$ cat config.mk
export PLATFORM = sky130hd
export DESIGN_NAME = cyc_sched_cop
export DESIGN_NICKNAME = d
export VERILOG_FILES = /design/src/rtl/cyc_sched_cop.sv
export SDC_FILE = /design/constraint.sdc
export NUM_CORES = 2
export LEC_CHECK = 0
export BUFFER_PORTS_ARGS = -buffer_cell sky130_fd_sc_hd__buf_2
export CAP_MARGIN = 15
export CORE_MARGIN = 2
export CORE_UTILIZATION = 58
export CTS_CLUSTER_SIZE = 10
export DETAILED_ROUTE_END_ITERATION = 16
export MAX_ROUTING_LAYER = met4
export PLACE_DENSITY = 0.75
export SYNTH_ARGS = -nofsm -noshare
export SYNTH_HDL_FRONTEND = slang
export SYNTH_SLANG_ARGS = --single-unit
$ cat constraint.sdc
create_clock -name clk -period 6.3 [get_ports clk]
set_clock_uncertainty 0.1 [all_clocks]
set_input_delay 1.89 -clock clk [delete_from_list [all_inputs] [get_ports clk]]
set_output_delay 1.89 -clock clk [all_outputs]
set_load 0.01 [all_outputs]
$ cat src/rtl/cyc_sched_cop.sv
module cyc_sched_cop #(
  parameter int DW         = 32,
  parameter int LONG_WORDS = 5
) (
  input  logic          clk,
  input  logic          rst_n,
  input  logic          cmd_req,
  input  logic          cp_sel,
  input  logic [3:0]    opc,
  input  logic [3:0]    crm,
  input  logic [3:0]    rn_sel,
  input  logic [3:0]    rd_sel,
  input  logic          long_xfer,
  input  logic          rt_wr,
  input  logic          blk_start,
  input  logic          blk_data,
  input  logic          blk_load,
  input  logic [DW-1:0] wr_data,
  output logic [1:0]    resp,
  output logic          fiq_n,
  output logic          irq_n,
  output logic [DW-1:0] rt_rdata,
  output logic [DW-1:0] blk_rdata,
  output logic          blk_more
);
  localparam int NREG = 16;
  localparam int WCW  = $clog2(LONG_WORDS) + 1;
  localparam logic [1:0] R_IDLE = 2'b00, R_DONE = 2'b01, R_BUSY = 2'b10, R_CANT = 2'b11;

  logic [DW-1:0]  regs [NREG];
  logic [DW-1:0]  cyc_q, fin_q, count, fin_diff;
  logic           wait_q, illegal, fire, reached;
  logic [WCW-1:0] wcnt_q;
  logic [1:0]     lvl;

  assign count     = regs[crm];
  assign rt_rdata  = regs[rn_sel];
  assign blk_rdata = regs[rd_sel];
  assign fin_diff  = cyc_q - fin_q;
  assign reached   = ~fin_diff[DW-1];
  assign illegal   = (!cp_sel && opc != 4'd0) || (opc > 4'd5);
  assign fire      = cmd_req && !wait_q && !illegal;
  assign blk_more  = blk_data && long_xfer && (wcnt_q != WCW'(LONG_WORDS - 1));

  always_comb begin
    if (!cmd_req)                         resp = R_IDLE;
    else if (wait_q)                      resp = reached ? R_DONE : R_BUSY;
    else if (illegal)                     resp = R_CANT;
    else if (opc == 4'd0 && count != '0)  resp = R_BUSY;
    else                                  resp = R_DONE;
  end

  always_ff @(posedge clk or negedge rst_n) begin
    if (!rst_n) begin
      cyc_q  <= '0;
      wait_q <= 1'b0;
      fin_q  <= '0;
    end else begin
      cyc_q <= cyc_q + 1'b1;
      if (!cmd_req)
        wait_q <= 1'b0;
      else if (wait_q) begin
        if (reached) wait_q <= 1'b0;
      end else if (fire && opc == 4'd0 && count != '0) begin
        wait_q <= 1'b1;
        fin_q  <= cyc_q + count;
      end
    end
  end

  always_ff @(posedge clk or negedge rst_n) begin
    if (!rst_n) begin
      for (int i = 0; i < NREG; i++) regs[i] <= '0;
    end else if (rt_wr) begin
      regs[rn_sel] <= wr_data;
    end else if (blk_data && blk_load) begin
      regs[rd_sel] <= wr_data;
    end else if (fire && opc == 4'd5) begin
      regs[crm] <= cyc_q;
    end
  end

  always_ff @(posedge clk or negedge rst_n) begin
    if (!rst_n)         wcnt_q <= '0;
    else if (blk_start) wcnt_q <= '0;
    else if (blk_more)  wcnt_q <= wcnt_q + 1'b1;
  end

  for (genvar k = 0; k < 2; k++) begin : g_ch
    logic          lvl_q, pend_q;
    logic [DW-1:0] cnt_q;
    logic          set_k, clr_k;
    assign set_k = fire && opc == 4'(1 + k);
    assign clr_k = fire && opc == 4'(3 + k);
    always_ff @(posedge clk or negedge rst_n) begin
      if (!rst_n) begin
        lvl_q  <= 1'b0;
        pend_q <= 1'b0;
        cnt_q  <= '0;
      end else if (clr_k) begin
        lvl_q  <= 1'b0;
        pend_q <= 1'b0;
      end else if (set_k) begin
        if (count == '0) begin
          lvl_q  <= 1'b1;
          pend_q <= 1'b0;
        end else begin
          pend_q <= 1'b1;
          cnt_q  <= count;
        end
      end else if (pend_q) begin
        if (cnt_q == DW'(1)) begin
          lvl_q  <= 1'b1;
          pend_q <= 1'b0;
        end
        cnt_q <= cnt_q - 1'b1;
      end
    end
    assign lvl[k] = lvl_q;
  end

  assign fiq_n = ~lvl[0];
  assign irq_n = ~lvl[1];

  a_r10_idle_resp: assert property (@(posedge clk) disable iff (!rst_n)
    !cmd_req |-> resp == R_IDLE);
  a_r2_zero_count_done: assert property (@(posedge clk) disable iff (!rst_n)
    cmd_req && !wait_q && opc == 4'd0 && count == '0 |-> resp == R_DONE);
  a_r3_zero_delay_fiq: assert property (@(posedge clk) disable iff (!rst_n)
    cmd_req && !wait_q && cp_sel && opc == 4'd1 && count == '0 |=> !fiq_n);
  a_r4_zero_delay_irq: assert property (@(posedge clk) disable iff (!rst_n)
    cmd_req && !wait_q && cp_sel && opc == 4'd2 && count == '0 |=> !irq_n);
  a_r5_release_fiq: assert property (@(posedge clk) disable iff (!rst_n)
    cmd_req && !wait_q && cp_sel && opc == 4'd3 |=> fiq_n);
  a_r5_release_irq: assert property (@(posedge clk) disable iff (!rst_n)
    cmd_req && !wait_q && cp_sel && opc == 4'd4 |=> irq_n);
  a_r7_reject_first: assert property (@(posedge clk) disable iff (!rst_n)
    cmd_req && !wait_q && !cp_sel && opc != 4'd0 |-> resp == R_CANT);
  a_r6_capture: assert property (@(posedge clk) disable iff (!rst_n)
    cmd_req && !wait_q && cp_sel && opc == 4'd5 && !rt_wr && !(blk_data && blk_load)
    |=> regs[$past(crm)] == $past(cyc_q));
  a_r9_more_only_long: assert property (@(posedge clk) disable iff (!rst_n)
    blk_more |-> blk_data && long_xfer);
endmodule

==> impl_metrics.csv <==
group,metric,value,unit
timing,slew-limit-headroom,26.7,%
timing,hold_violations,0,
logic_synthesis,syn-num-nets,4373,
pwr,switching_share,35.4,%
cts,clkTransAtPathRegs,0.05,ns
routing,wl_per_cell,32.4,um
floorplanning,dieWidth,278,um
floorplanning,rows,100,
pwr,vdd_ir_drop_max,0.217,mV
logic_synthesis,ys_types,73,
timing,maxSlewViolCount,0,
logic_synthesis,yosys.area.top_type,"dfrtp_1",
pwr,pwr-share-clk,26.4,%
logic_synthesis,yosysWarnings,0,
logic_synthesis,syn_inst,4247,
logic_synthesis,synth-seq-cells,649,
floorplanning,io_pins,126,
routing,wl_met3,26600,um
final_layout,fin_area,49300,um2
status,outcome,"finished, violations left",
global_routing,grtUsageTotal,45.4,%
critical_path,path_class,"input pin to primary output",
place,hpwl,104000,um
critical_path,worstReg2RegEnd,"fin_q[31]",
routing,highest_layer,"met4",
critical_path,cp_max_fo,7,
flow_run,max_cap_violations,0,
logic_synthesis,synth_flop_cell,"dfrtp_1",
place,port_buffers,125,
routing,drc,0,
place,placed_area,46300,um2
critical_path,cpPeakStageDelay,0.54,ns
pwr,p_int,10500,uW
worst_hold_path,hold_path_class,"flop to flop",
pwr,p_seq_share,41.5,%
cts,cts_hold_buffers,0,
final_layout,num-nets-final,4370,
routing,drtAntennaViolNets,0,
logic_synthesis,syn_area_per_cell,10.3,um2
cts,cts_htree_levels,3,
routing,routed_wl,170000,um
critical_path,cp_top_family,"simple AND/OR/NAND/NOR gates",
critical_path,endpoint,"resp[0]",
critical_path,end_kind,"primary output",
critical_path,path_cells,"buf_16, buf_8, buf_4, mux4_2, a22oi_2, nand2_2, nor4_4, buf_4, nand4_4, nor2_4, or4b_4, nor2_1, a211oi_2, buf_2",
pwr,p_switching,5780,uW
critical_path,crit_path_start,"crm[0]",
timing,rsz0062_at_grt,"true",
final_layout,areaGrowthSynthToFinish,13.0,%
routing,via_per_inst,7.86,
place,gp_congestion,1.00,
logic_synthesis,async_flop_share,100,%
routing,drt_iter0_drc,6996,
cts,cts_tree,"done",
routing,drt-met1-wl,55400,um
pwr,pwr-share-comb,32.1,%
timing,setup_viol,2,
critical_path,slowest_stage,"mux4_2",
global_routing,overflow,0,
timing,post-route-period-util,105,%
floorplanning,initial_core_util,58.6,%
logic_synthesis,synth-edff-count,0,
global_routing,antenna_found_initial,18,
routing,routed-via-count,41400,
logic_synthesis,ys_seq_area_share,37.2,%
critical_path,reg2reg_depth,15,
status,violations,"negative setup slack",
logic_synthesis,yosysMostFrequentCell,"dfrtp_1",
floorplanning,core_area,74400,um2
global_routing,first_global_vias,40000,
timing,post-route-min-period,6.59,ns
global_routing,grt_pass1_wl,254000,um
critical_path,crit_top_cell,"buf_4",
cts,insertion_delay,0.66,ns
cts,cts.sinks,649,
pwr,p_leak,0.0191,uW
timing,worst_pin_slew,1.10,ns
final_layout,drive_above_1_share,24.8,%
critical_path,crit_arrival,4.60,ns
floorplanning,dieArea,77400,um2
routing,dr.pass1.iters,8,
cts,numCtsBuffers,78,
timing,timing.fmax,152,MHz
pwr,totalPowerFinal,16300,uW
final_layout,nFillCells,5490,
critical_path,path_depth,14,
logic_synthesis,yosysTopAreaCellShare,37.2,%
critical_path,cp_data_required_time,4.31,ns
logic_synthesis,synth_commonest_cells,"dfrtp_1 (649), nor2_1 (615), a22oi_1 (571), a21oi_1 (563), mux4_2 (448)",
global_routing,grt_max_degree,115,
routing,wl_met2,73300,um
floorplanning,die_h,278,um
cts,cts-root-buf,"clkbuf_16",
critical_path,rrSetupSlack,1.65,ns
logic_synthesis,synth_area,43600,um2
critical_path,r2r-start,"regs[355]",
critical_path,crit_path_start_kind,"input pin",
timing,setup_ws,-0.287,ns
pwr,p_per_area,331,nW/um2
cts,cts_buffer_depth,3,
logic_synthesis,synthTopCellsByArea,"dfrtp_1 (37%), mux4_2 (23%), a22oi_1 (9.8%)",
critical_path,worst-path-buf-inv,5,
repair_timing:
item | CTS | global route
endpoints found under the hold margin | 0 | 0
pin swaps | 22 | 10
cloned | 3 | 0
setup endpoints to repair | 2 | 2
buffers inserted | 17 | 7
resized for setup | 43 | 18
through the flow:
stage	hold WS [ns]	utilization, %	TNS, ns	setup WS, ns	cells
6_report	0.380	66.2	-0.533	-0.287	5266
5_1_grt	0.389	66.2	-0.495	-0.275	5259
4_1_cts	0.380	65.9	-0.162	-0.0941	5236
3_5_place_dp	0.368	62.2	-1.91	-0.508	5107
3_3_place_gp	0.362	62.2	-1.10	-0.424	5107
2_1_floorplan	0.340	-	-0.00863	-0.00863	4247
state kept, by name (all words and copies together), names as in the netlist:
signal       cells
fin_q           32
wait_q           1
g_ch.cnt_q      64
regs           512
g_ch.pend_q      2
wcnt_q           4
cyc_q           32
g_ch.lvl_q       2
kinds of logic (layout without fill, tap and decap cells):
| logic type | Yosys count | in the layout | share of synthesized area [%] |
|---|---|---|---|
| AO/OA/AOI/OAI | 1428 | 1428 | 21.1 |
| XOR/XNOR | 64 | 64 | 1.29 |
| adder cells (fa/ha/maj) | 69 | 69 | 2.00 |
| buffers and inverters | 546 | 573 | 4.95 |
| flip-flops | 649 | 649 | 37.2 |
| multiplexers | 459 | 459 | 23.4 |
| other | 0 | 23 | 0 |
| AND/OR/NAND/NOR | 1032 | 1032 | 10.1 |
worst min path at each step:
stage                     slack [ns]                 to               from  depth (start not counted)
after detailed placement        0.37  g_ch[0].cnt_q[12]  g_ch[0].cnt_q[12]                          1
after floorplan                 0.34  g_ch[0].cnt_q[12]  g_ch[0].cnt_q[12]                          1
after global routing            0.39  g_ch[1].cnt_q[19]  g_ch[1].cnt_q[19]                          1
final                           0.38  g_ch[1].cnt_q[19]  g_ch[1].cnt_q[19]                          1
after CTS                       0.38  g_ch[1].cnt_q[19]  g_ch[1].cnt_q[19]                          1
after global placement          0.36  g_ch[0].cnt_q[12]  g_ch[0].cnt_q[12]                          1
layout by cell type, fill, tap and decap left out, drive strengths merged, types with 42 or more instances in the layout:
master,netlist,final
dfrtp,649,649
nor2,616,616
a22oi,571,571
a21oi,563,563
mux4,448,448
buf,117,400
nand2,201,201
o21ai,111,111
clkbuf,366,105
ha,68,68
inv,63,64
nor3,42,42
area by class of cell:
type | count | area [um2] | area share (%)
multi-input combinational | 3052 | 25800 | 52.3
sequential | 649 | 16200 | 33.0
timing repair buffer | 400 | 3490 | 7.07
clock buffer | 105 | 2220 | 4.50
tap | 969 | 1210 | 2.46
inverter | 63 | 239 | 0.485
clock inverter | 5 | 76.3 | 0.155
antenna | 23 | 57.6 | 0.117
layer usage:
metal	global-route usage [%]	vias to the layer above
met1	53.7	20100
met5	-	-
met4	31.9	0
met3	16.9	1169
li1	-	16200
met2	64.2	3923
power by group through the flow:
stage / logic [uW] / registers (uW) / clock network, uW
after global routing: 5590 / 6850 / 4450
after global placement: 4800 / 6620 / 0
final: 5240 / 6770 / 4310
after CTS: 5070 / 6630 / 4290
after detailed placement: 4970 / 6670 / 0
after floorplan: 3550 / 6160 / 0
Power figures use the tool's default switching activity.
